## config.mk

```make
export PLATFORM = sky130hd
export DESIGN_NAME = mdio_mgmt_ctrl
export DESIGN_NICKNAME = d
export VERILOG_FILES = /design/src/rtl/mdio_pkg.sv /design/src/rtl/mdio_clkgen.sv /design/src/rtl/mdio_frame_fsm.sv /design/src/rtl/mdio_mgmt_ctrl.sv
export SDC_FILE = /design/constraint.sdc
export NUM_CORES = 1
export LEC_CHECK = 0
export ABC_AREA = 1
export BUFFER_PORTS_ARGS = -buffer_cell sky130_fd_sc_hd__buf_2
export CAP_MARGIN = 20
export CORE_ASPECT_RATIO = 1.25
export CORE_MARGIN = 2
export CORE_UTILIZATION = 55
export CTS_CLUSTER_SIZE = 28
export DETAILED_ROUTE_END_ITERATION = 12
export GPL_TIMING_DRIVEN = 1
export PLACE_DENSITY = 0.87
export SYNTH_ARGS = -nofsm -noshare
export SYNTH_HDL_FRONTEND = slang
export SYNTH_SLANG_ARGS = --single-unit
```

## constraint.sdc

```tcl
create_clock -name clk -period 3.9 [get_ports clk]
set_input_delay 0.585 -clock clk [delete_from_list [all_inputs] [get_ports clk]]
set_output_delay 0.585 -clock clk [all_outputs]
set_load 0.01 [all_outputs]
```

## src/rtl/mdio_pkg.sv

```systemverilog
package mdio_pkg;

    typedef enum logic [2:0] {
        S_IDLE,
        S_PRE,
        S_HDR,
        S_TA,
        S_DAT
    } mdio_state_e;

    localparam int FIELD_W  = 5;
    localparam int WORD_W   = 16;
    localparam int PRE_BITS = 32;
    localparam int HDR_BITS = 14;
    localparam int TA_BITS  = 2;

    localparam logic [2:0] REG_CFG  = 3'd0;
    localparam logic [2:0] REG_CMD  = 3'd1;
    localparam logic [2:0] REG_ADR  = 3'd2;
    localparam logic [2:0] REG_DAT  = 3'd3;
    localparam logic [2:0] REG_STAT = 3'd4;
    localparam logic [2:0] REG_IND  = 3'd5;

    // system clocks per MDC half period for each divider select
    function automatic logic [5:0] half_period(input logic [2:0] sel);
        logic [5:0] h;
        case (sel)
            3'd0:    h = 6'd2;
            3'd1:    h = 6'd3;
            3'd2:    h = 6'd4;
            3'd3:    h = 6'd5;
            3'd4:    h = 6'd7;
            3'd5:    h = 6'd10;
            3'd6:    h = 6'd14;
            default: h = 6'd28;
        endcase
        return h;
    endfunction

endpackage

```

## src/rtl/mdio_clkgen.sv

```systemverilog
module mdio_clkgen #(
    parameter int CNT_W = 6
) (
    input  logic       clk,
    input  logic       rst_n,
    input  logic       clr,
    input  logic       run,
    input  logic [2:0] sel,
    output logic       mdc,
    output logic       rise_p,
    output logic       fall_p
);
    import mdio_pkg::*;

    logic [CNT_W-1:0] cnt;
    logic [CNT_W-1:0] half_m1;
    logic             wrap;

    assign half_m1 = CNT_W'(half_period(sel) - 6'd1);
    assign wrap    = run && !clr && (cnt == half_m1);
    assign rise_p  = wrap && !mdc;
    assign fall_p  = wrap && mdc;

    always_ff @(posedge clk or negedge rst_n) begin
        if (!rst_n) begin
            cnt <= '0;
            mdc <= 1'b0;
        end else if (clr || !run) begin
            cnt <= '0;
            mdc <= 1'b0;
        end else if (wrap) begin
            cnt <= '0;
            mdc <= ~mdc;
        end else begin
            cnt <= cnt + 1'b1;
        end
    end

    // the clock parks low once the engine stops
    p_mdc_idle_r8: assert property (@(posedge clk) disable iff (!rst_n)
        !run |=> !mdc);

endmodule

```

## src/rtl/mdio_frame_fsm.sv

```systemverilog
module mdio_frame_fsm (
    input  logic        clk,
    input  logic        rst_n,
    input  logic        clr,
    input  logic        start,
    input  logic        is_rd,
    input  logic [4:0]  phy,
    input  logic [4:0]  regn,
    input  logic [15:0] wdata,
    input  logic        rise_p,
    input  logic        fall_p,
    input  logic        mdio_i,
    output logic        busy,
    output logic        mdio_o,
    output logic        mdio_oe,
    output logic        rd_done,
    output logic [15:0] rd_data
);
    import mdio_pkg::*;

    mdio_state_e state;
    logic [4:0]  bit_cnt;
    logic [31:0] tx_sr;
    logic        rd_op;
    logic [15:0] rx_sr;
    logic        last_fall;

    assign last_fall = (state == S_DAT) && fall_p && (bit_cnt == 5'(WORD_W - 1));

    // state register
    always_ff @(posedge clk or negedge rst_n) begin
        if (!rst_n) begin
            state   <= S_IDLE;
            bit_cnt <= '0;
            tx_sr   <= '0;
            rd_op   <= 1'b0;
            rx_sr   <= '0;
        end else if (clr) begin
            state   <= S_IDLE;
            bit_cnt <= '0;
        end else begin
            unique case (state)
                S_IDLE: begin
                    if (start) begin
                        state   <= S_PRE;
                        bit_cnt <= '0;
                        rd_op   <= is_rd;
                        tx_sr   <= {2'b01, (is_rd ? 2'b10 : 2'b01), phy, regn,
                                    (is_rd ? 2'b11 : 2'b10),
                                    (is_rd ? 16'hFFFF : wdata)};
                    end
                end
                S_PRE: begin
                    if (fall_p) begin
                        if (bit_cnt == 5'(PRE_BITS - 1)) begin
                            state   <= S_HDR;
                            bit_cnt <= '0;
                        end else begin
                            bit_cnt <= bit_cnt + 1'b1;
                        end
                    end
                end
                S_HDR: begin
                    if (fall_p) begin
                        tx_sr <= {tx_sr[30:0], 1'b1};
                        if (bit_cnt == 5'(HDR_BITS - 1)) begin
                            state   <= S_TA;
                            bit_cnt <= '0;
                        end else begin
                            bit_cnt <= bit_cnt + 1'b1;
                        end
                    end
                end
                S_TA: begin
                    if (fall_p) begin
                        tx_sr <= {tx_sr[30:0], 1'b1};
                        if (bit_cnt == 5'(TA_BITS - 1)) begin
                            state   <= S_DAT;
                            bit_cnt <= '0;
                        end else begin
                            bit_cnt <= bit_cnt + 1'b1;
                        end
                    end
                end
                S_DAT: begin
                    if (rise_p && rd_op) begin
                        rx_sr <= {rx_sr[14:0], mdio_i};
                    end
                    if (fall_p) begin
                        tx_sr <= {tx_sr[30:0], 1'b1};
                        if (last_fall) begin
                            state   <= S_IDLE;
                            bit_cnt <= '0;
                        end else begin
                            bit_cnt <= bit_cnt + 1'b1;
                        end
                    end
                end
            endcase
        end
    end

    // outputs
    always_comb begin
        busy    = 1'b1;
        mdio_o  = 1'b1;
        mdio_oe = 1'b0;
        unique case (state)
            S_IDLE: busy = 1'b0;
            S_PRE:  mdio_oe = 1'b1;
            S_HDR: begin
                mdio_o  = tx_sr[31];
                mdio_oe = 1'b1;
            end
            S_TA, S_DAT: begin
                mdio_o  = tx_sr[31];
                mdio_oe = !rd_op;
            end
        endcase
    end

    assign rd_done = last_fall && rd_op && !clr;
    assign rd_data = rx_sr;

    // a launch taken while idle always enters the preamble
    p_launch_r3: assert property (@(posedge clk) disable iff (!rst_n)
        (state == S_IDLE && start && !clr) |=> (state == S_PRE && mdio_oe));

endmodule

```

## src/rtl/mdio_mgmt_ctrl.sv

```systemverilog
module mdio_mgmt_ctrl #(
    parameter int REG_AW = 3,
    parameter int CNT_W  = 6
) (
    input  logic              clk,
    input  logic              rst_n,
    input  logic [REG_AW-1:0] reg_addr,
    input  logic              reg_wr,
    input  logic [31:0]       reg_wdata,
    output logic [31:0]       reg_rdata,
    output logic              mdc,
    input  logic              mdio_i,
    output logic              mdio_o,
    output logic              mdio_oe
);
    import mdio_pkg::*;

    logic [2:0]  cfg_sel;
    logic        cmd_rd;
    logic [4:0]  phy_q;
    logic [4:0]  regn_q;
    logic [15:0] dat_q;
    logic [15:0] stat_q;
    logic        nv_q;

    logic wr_cfg, wr_cmd, wr_adr, wr_dat;
    logic soft_rst, start_wr, start_rd;
    logic busy, rise_p, fall_p, rd_done;
    logic [15:0] rd_data;
    logic unused_bits;

    assign wr_cfg = reg_wr && (reg_addr == REG_AW'(REG_CFG));
    assign wr_cmd = reg_wr && (reg_addr == REG_AW'(REG_CMD));
    assign wr_adr = reg_wr && (reg_addr == REG_AW'(REG_ADR));
    assign wr_dat = reg_wr && (reg_addr == REG_AW'(REG_DAT));

    assign soft_rst = wr_cfg && reg_wdata[31];
    assign start_wr = wr_dat && !busy;
    assign start_rd = wr_cmd && reg_wdata[0] && !cmd_rd && !busy;
    assign unused_bits = &{1'b0, reg_wdata[30:16]};

    always_ff @(posedge clk or negedge rst_n) begin
        if (!rst_n) begin
            cfg_sel <= 3'd7;
            cmd_rd  <= 1'b0;
            phy_q   <= '0;
            regn_q  <= '0;
            dat_q   <= '0;
            stat_q  <= '0;
            nv_q    <= 1'b0;
        end else begin
            if (wr_cfg) cfg_sel <= reg_wdata[2:0];
            if (wr_cmd) cmd_rd  <= reg_wdata[0];
            if (wr_adr) begin
                phy_q  <= reg_wdata[12:8];
                regn_q <= reg_wdata[4:0];
            end
            if (start_wr) dat_q <= reg_wdata[15:0];
            if (soft_rst) begin
                nv_q   <= 1'b0;
                stat_q <= '0;
            end else if (start_rd) begin
                nv_q <= 1'b1;
            end else if (rd_done) begin
                nv_q   <= 1'b0;
                stat_q <= rd_data;
            end
        end
    end

    always_comb begin
        reg_rdata = '0;
        case (reg_addr)
            REG_AW'(REG_CFG):  reg_rdata = {29'd0, cfg_sel};
            REG_AW'(REG_CMD):  reg_rdata = {31'd0, cmd_rd};
            REG_AW'(REG_ADR):  reg_rdata = {19'd0, phy_q, 3'd0, regn_q};
            REG_AW'(REG_DAT):  reg_rdata = {16'd0, dat_q};
            REG_AW'(REG_STAT): reg_rdata = {16'd0, stat_q};
            REG_AW'(REG_IND):  reg_rdata = {29'd0, nv_q, 1'b0, busy};
            default:           reg_rdata = '0;
        endcase
    end

    mdio_clkgen #(.CNT_W(CNT_W)) u_clkgen (
        .clk    (clk),
        .rst_n  (rst_n),
        .clr    (soft_rst),
        .run    (busy),
        .sel    (cfg_sel),
        .mdc    (mdc),
        .rise_p (rise_p),
        .fall_p (fall_p)
    );

    mdio_frame_fsm u_fsm (
        .clk     (clk),
        .rst_n   (rst_n),
        .clr     (soft_rst),
        .start   (start_wr || start_rd),
        .is_rd   (start_rd),
        .phy     (phy_q),
        .regn    (regn_q),
        .wdata   (reg_wdata[15:0]),
        .rise_p  (rise_p),
        .fall_p  (fall_p),
        .mdio_i  (mdio_i),
        .busy    (busy),
        .mdio_o  (mdio_o),
        .mdio_oe (mdio_oe),
        .rd_done (rd_done),
        .rd_data (rd_data)
    );

    // a data write that arrives while busy leaves the register untouched
    p_dat_hold_r9: assert property (@(posedge clk) disable iff (!rst_n)
        (busy && wr_dat) |=> $stable(dat_q));

    // not-valid never outlives busy
    p_nv_in_busy_r6: assert property (@(posedge clk) disable iff (!rst_n)
        nv_q |-> busy);

    // abort clears the engine, flag and clock on the next cycle
    p_abort_r10: assert property (@(posedge clk) disable iff (!rst_n)
        soft_rst |=> (!busy && !nv_q && !mdc && stat_q == 16'd0));

endmodule

```

==> results of run 1 <==
## layout make-up
cell class / count / area (µm²)
Clock buffer: 9 / 225
Clock inverter: 7 / 124
Fill cell: 804 / 3880
Inverter: 95 / 357
Multi-Input combinational cell: 471 / 2270
Sequential cell: 111 / 2780
Tap cell: 129 / 161
Timing Repair Buffer: 48 / 258
## state kept, by name, indices dropped and copies added (netlist names)
signal,count
u_fsm.state,3
u_clkgen.cnt,6
regn_q,5
phy_q,5
u_fsm.tx_sr,32
cfg_sel,3
cmd_rd,1
dat_q,16
nv_q,1
u_clkgen.mdc,1
u_fsm.rd_op,1
stat_q,16
u_fsm.bit_cnt,5
u_fsm.rd_data,16
## layout by cell type (no fill, tap or decap), types with 7 or more instances in the layout
cell type  instances
nand2_1          212
dfrtp_1          108
inv_1             90
o21ai_0           56
buf_2             41
o21ai_1           34
nand3_1           31
nor2_1            28
a21oi_1           18
nand4_1           17
conb_1            16
o22ai_1           15
clkbuf_16          9
buf_4              7
## critical path, delay by kind of cell (launching register included)
kind                     cells  cell delay [ns]
flip-flops                   1             0.63
AND/OR/NAND/NOR             10             0.97
AO/OA/AOI/OAI                1             0.16
buffers and inverters        3             0.67
adder cells (fa/ha/maj)      1             0.32
## through the flow
| step | instance area (µm²) | setup WS (ns) | util, % | hold WS, ns |
|---|---|---|---|---|
| after CTS | 6170 | 1.07 | 61.4 | 0.389 |
| after global placement | 5820 | 1.15 | 57.9 | 0.455 |
| after floorplan | 5690 | 1.64 | - | 0.289 |
| after detailed placement | 5820 | 1.08 | 57.9 | 0.469 |
| after global routing | 6170 | 0.820 | 61.4 | 0.430 |
| final | 6170 | 1.02 | 61.4 | 0.348 |
## path summary, 6_finish.rpt
| path | from | end | slack [ns] |
|---|---|---|---|
| hold reg to reg | u_fsm.tx_sr[16] | u_fsm.tx_sr[16] | 0.49 |
| min in group clk | reg_wdata[13] | dat_q[13] | 0.44 |
| setup / recovery | cfg_sel[2] | u_fsm.tx_sr[29] | 1.02 |
| max in group asynchronous | rst_n | cfg_sel[1] | 2.65 |
| hold / removal | rst_n | u_fsm.tx_sr[19] | 0.35 |
| setup reg to reg | cfg_sel[2] | u_fsm.tx_sr[29] | 1.02 |
## Yosys cell counts (all sizes together)
library cell / n
nand2: 214
dfrtp: 108
inv: 95
o21ai: 94
nand3: 35
buf: 32
nor2: 32
a21oi: 19
nand4: 19
o22ai: 15
clkbuf: 13
ha: 6
a22o: 4
xor2: 4
dfstp: 3
o211ai: 3
nor3: 2
nor3b: 2
a21boi: 1
a221o: 1
a221oi: 1
a22oi: 1
conb: 1
nand3b: 1
o21bai: 1
## cell families (layout without fill, tap and decap cells)
kind of cell / Yosys count / count (layout) / synth area share [%]
compound gates: 140 / 140 / 13.9
xor+xnor: 4 / 4 / 0.622
fa+ha+maj: 6 / 6 / 1.33
buf+inv: 140 / 159 / 11.4
flops: 111 / 111 / 49.4
other cells: 1 / 16 / 0.0666
simple gates: 305 / 305 / 23.3
## power by group
part	switching [mW]	internal [mW]
clock network	0.438	0.635
logic	0.926	0.438
registers	0.191	1.46
## metal layers
metal / wire length, µm / vias to the layer above
met5: 0 / -
met3: 644 / 37
met2: 6660 / 171
li1: - / 2300
met1: 5210 / 2299
met4: 421 / 0
==> qor.yml, run 1 <==
path_common_cell: "nand2_1"
finClkSkew_ns: 0.0122
yosysTopAreaCell: "dfrtp_1"
drc: 0
clock_sinks: 111
antenna_found_initial: 0
cts_max_path_buffers: 2
grt_first_pass_wirelength_mm: 20.9
h-tree-depth: 3
cts_resized: 0
slew_violations: 0
root_buffer: "clkbuf_16"
io_pins: 74
holdCritPathClass: "in2async"
relSlewSlack_pct: 40.4
stdcell_count: 870
holdBufCountCts: 0
worstMarginPinSlew_ns: 0.894
worst_ep_required_time_ns: 4.14
dp_hpwl_mm: 8.76
grt_max_degree: 74
drv_cap: 0
status: "completed"
grt_usage_pct: 24.2
die_w_um: 94.5
die_h_um: 117
post-route-period-util_pct: 73.7
rows: 41
clk_pin_slew_ns: 0.07
globalRouteMet1Util_pct: 29.2
cp_slowest_cell: "dfstp_2"
drt_pre_antenna_iters: 5
ir_drop_mv: 0.291
cp_data_arrival_time_ns: 3.11
coreArea_um2: 10100
first_global_vias: 4477
yosysWarnings: 0
use_met3_pct: 3.46
synth_cell_types: 36
critical_path_class: "reg2reg"
cts_made_buffers: 9
ff2ff_path_depth: 15
wl_mm: 12.9
syn_area_per_cell_um2: 7.96
clkLatencyLatePin_ns: 0.36
vias: 4807
post-route-min-period_ns: 2.88
synth_top_area_share_pct: 48.0
worst_path_largest_cell_delay_ns: 0.63
syn_inst: 707
fin_nets: 781
viasPerCell: 5.53
portBuffers: 42
tritoncts: "built"
drive_gt1_share_pct: 12.0
diodes: 0
hold_viol: 0
fmax_mhz: 348
power_density_nw_per_um2: 663
grt_overflow: 0
setup_tns_ns: 0
syn_area_um2: 5630
top_usage_layer: "met2"
path_cells: "inv_1 -> nand2_2 -> nand3_2 -> ha_1 -> nand2_1 -> nand2_1 -> nor2_1 -> nand2_1 -> nor2_4 -> nand4_2 -> a21oi_4 -> buf_4 -> inv_2 -> nand2_1 -> nand2_1"
placed_cells: 854
crit_fanout: 34
start_util_pct: 56.0
gp_congestion: 0.876
grtUsageMet2_pct: 42.0
drt_iter0_markers: 386
postRouteAntennaNets: 0
ys_seq_elements: 111
seq_area_frac_synth_pct: 49.4
die_area_um2: 11100
area_delta_synth_final_pct: 9.67
leakage_nw: 3.15
rsz0062_at_grt: "false"
synth_area_leaders: "dfrtp_1 48%, nand2_1 14%, inv_1 6.0%"
routedWlPerCell_um: 14.9
cp-start-kind: "flip-flop"
power_mw: 4.09
finalSetupViolCount: 0
post_cts_buffers: 0
end_kind: "flip-flop"
Power figures use the tool's default switching activity.
==> run 2, diff against run 1 <==
clock period = 2.74 ns   (was 3.9 ns; I/O delays follow)
==> qor.yml, run 2 (synthesis gave the netlist of run 1 again) <==
status: "completed"
hold_viol: 0
dr_wl_met2_mm: 6.43
rows: 41
cp-start-kind: "flip-flop"
drive_gt1_share_pct: 12.9
largest_reg_flops: 32
clkLatencyLatePin_ns: 0.36
drt_iter0_markers: 390
grt_first_pass_wirelength_mm: 20.7
worstMarginPinSlew_ns: 0.808
root_buffer: "clkbuf_16"
fillers: 814
antenna_found_initial: 0
die_w_um: 94.5
placed_cells: 859
slew_violations: 0
h-tree-depth: 3
rsz0062_at_grt: "false"
critical_path.startpoint: "cfg_sel[2]"
cts_made_buffers: 9
clock_sinks: 111
reg2reg_from: "cfg_sel[2]"
area_delta_synth_final_pct: 9.67
layout_commonest_cell: "nand2_1"
diodes: 0
drt_pre_antenna_iters: 5
coreArea_um2: 10100
met3WireLength_um: 599
ir_drop_mv: 0.382
clk_pin_slew_ns: 0.08
tritoncts: "built"
wl_mm: 12.6
routedWlPerCell_um: 14.4
leakage_nw: 3.16
io_pins: 74
postRouteAntennaNets: 0
portBuffers: 42
post_cts_buffers: 0
top_register: "u_fsm.tx_sr"
dp_hpwl_mm: 8.96
stdcell_count: 875
vias: 4769
fin_nets: 786
die_h_um: 117
post-route-min-period_ns: 2.51
start_util_pct: 56.0
drc: 0
finClkSkew_ns: 0.00946
first_global_vias: 4436
path_common_cell: "nand2_1"
viasPerCell: 5.45
crit_fanout: 17
finalSetupViolCount: 0
drv_cap: 0
gp_congestion: 0.901
grt_max_degree: 64
grt_overflow: 0
worst_ep_required_time_ns: 3.01
cp_slowest_cell: "dfstp_2"
grt_usage_pct: 24.0
die_area_um2: 11100
cts_max_path_buffers: 2
relSlewSlack_pct: 46.1
end_kind: "flip-flop"
critical_path_class: "reg2reg"
power_density_nw_per_um2: 907
post-route-util_pct: 61.4
top_layer_used: "met4"
setup_tns_ns: 0
worst_path_largest_cell_delay_ns: 0.63
drt-met1-wl_mm: 5.11
mostFrequentLayoutCells: "212 x nand2_1, 108 x dfrtp_1, 89 x inv_1"
cp_data_arrival_time_ns: 2.78
holdCritPathClass: "in2async"
fmax_mhz: 399
post-route-period-util_pct: 91.5
path_cells: "inv_1 -> nand2_2 -> nand3_2 -> ha_1 -> nor2_1 -> nor2_1 -> nand2_1 -> nand2_1 -> nor2_4 -> nand4_2 -> a21oi_4 -> buf_4 -> nand2_1 -> o21ai_0"
run 2: layout make-up:
type | instances | area (µm²) | area share (%)
flip-flops and latches | 111 | 2780 | 45.1
multi-input cells | 471 | 2280 | 36.9
inverters | 95 | 359 | 5.82
clock inverters | 7 | 61.3 | 0.993
clock buffers | 9 | 225 | 3.65
well taps | 129 | 161 | 2.61
repair buffers | 53 | 308 | 4.99
run 2: path summary, 6_finish.rpt:
kind                                    end  slack (ns)  depth (start not counted)
hold / removal                     dat_q[0]        0.15                          1
max in group asynchronous  u_fsm.rd_data[2]        1.87                          2
hold reg to reg             u_fsm.tx_sr[30]        0.49                          2
min in group clk                  dat_q[14]        0.26                          3
setup reg to reg            u_fsm.tx_sr[23]        0.23                         14
setup / recovery            u_fsm.tx_sr[23]        0.23                         14
run 2: timing repair:
action | 4_1_cts | 5_1_grt
resized for setup | 0 | 5
hold buffers | 0 | 0
setup endpoints to repair | 0 | 8
run 2: metal layers:
layer	up-vias	track usage, %
li1	2308	-
met1	2257	29.3
met2	166	41.2
met3	38	4.16
met4	0	11.9
met5	-	0
run 2: worst max-delay path, delay by kind of cell, from the launching register on:
kind	cells	cell delay, ns
flops	1	0.63
buf+inv	2	0.33
compound gates	2	0.32
fa+ha+maj	1	0.24
simple gates	9	0.92
run 2: where the power goes:
part           switching, mW  total (mW)  internal (mW)
registers              0.283        2.37           2.08
logic                   1.31        1.96          0.646
clock network          0.639        1.28          0.637
total                   2.23        5.60           3.37
run 2: metrics by stage:
step           instance area [µm²]  hold slack [ns]  worst slack (ns)  total power, mW
4_1_cts                       6160            0.178             0.190             5.58
6_report                      6170            0.151             0.234             5.60
3_3_place_gp                  5870            0.459             0.270             4.15
2_1_floorplan                 5690            0.115             0.482             3.88
3_5_place_dp                  5870            0.466             0.204             4.28
5_1_grt                       6170            0.215            0.0268             6.00
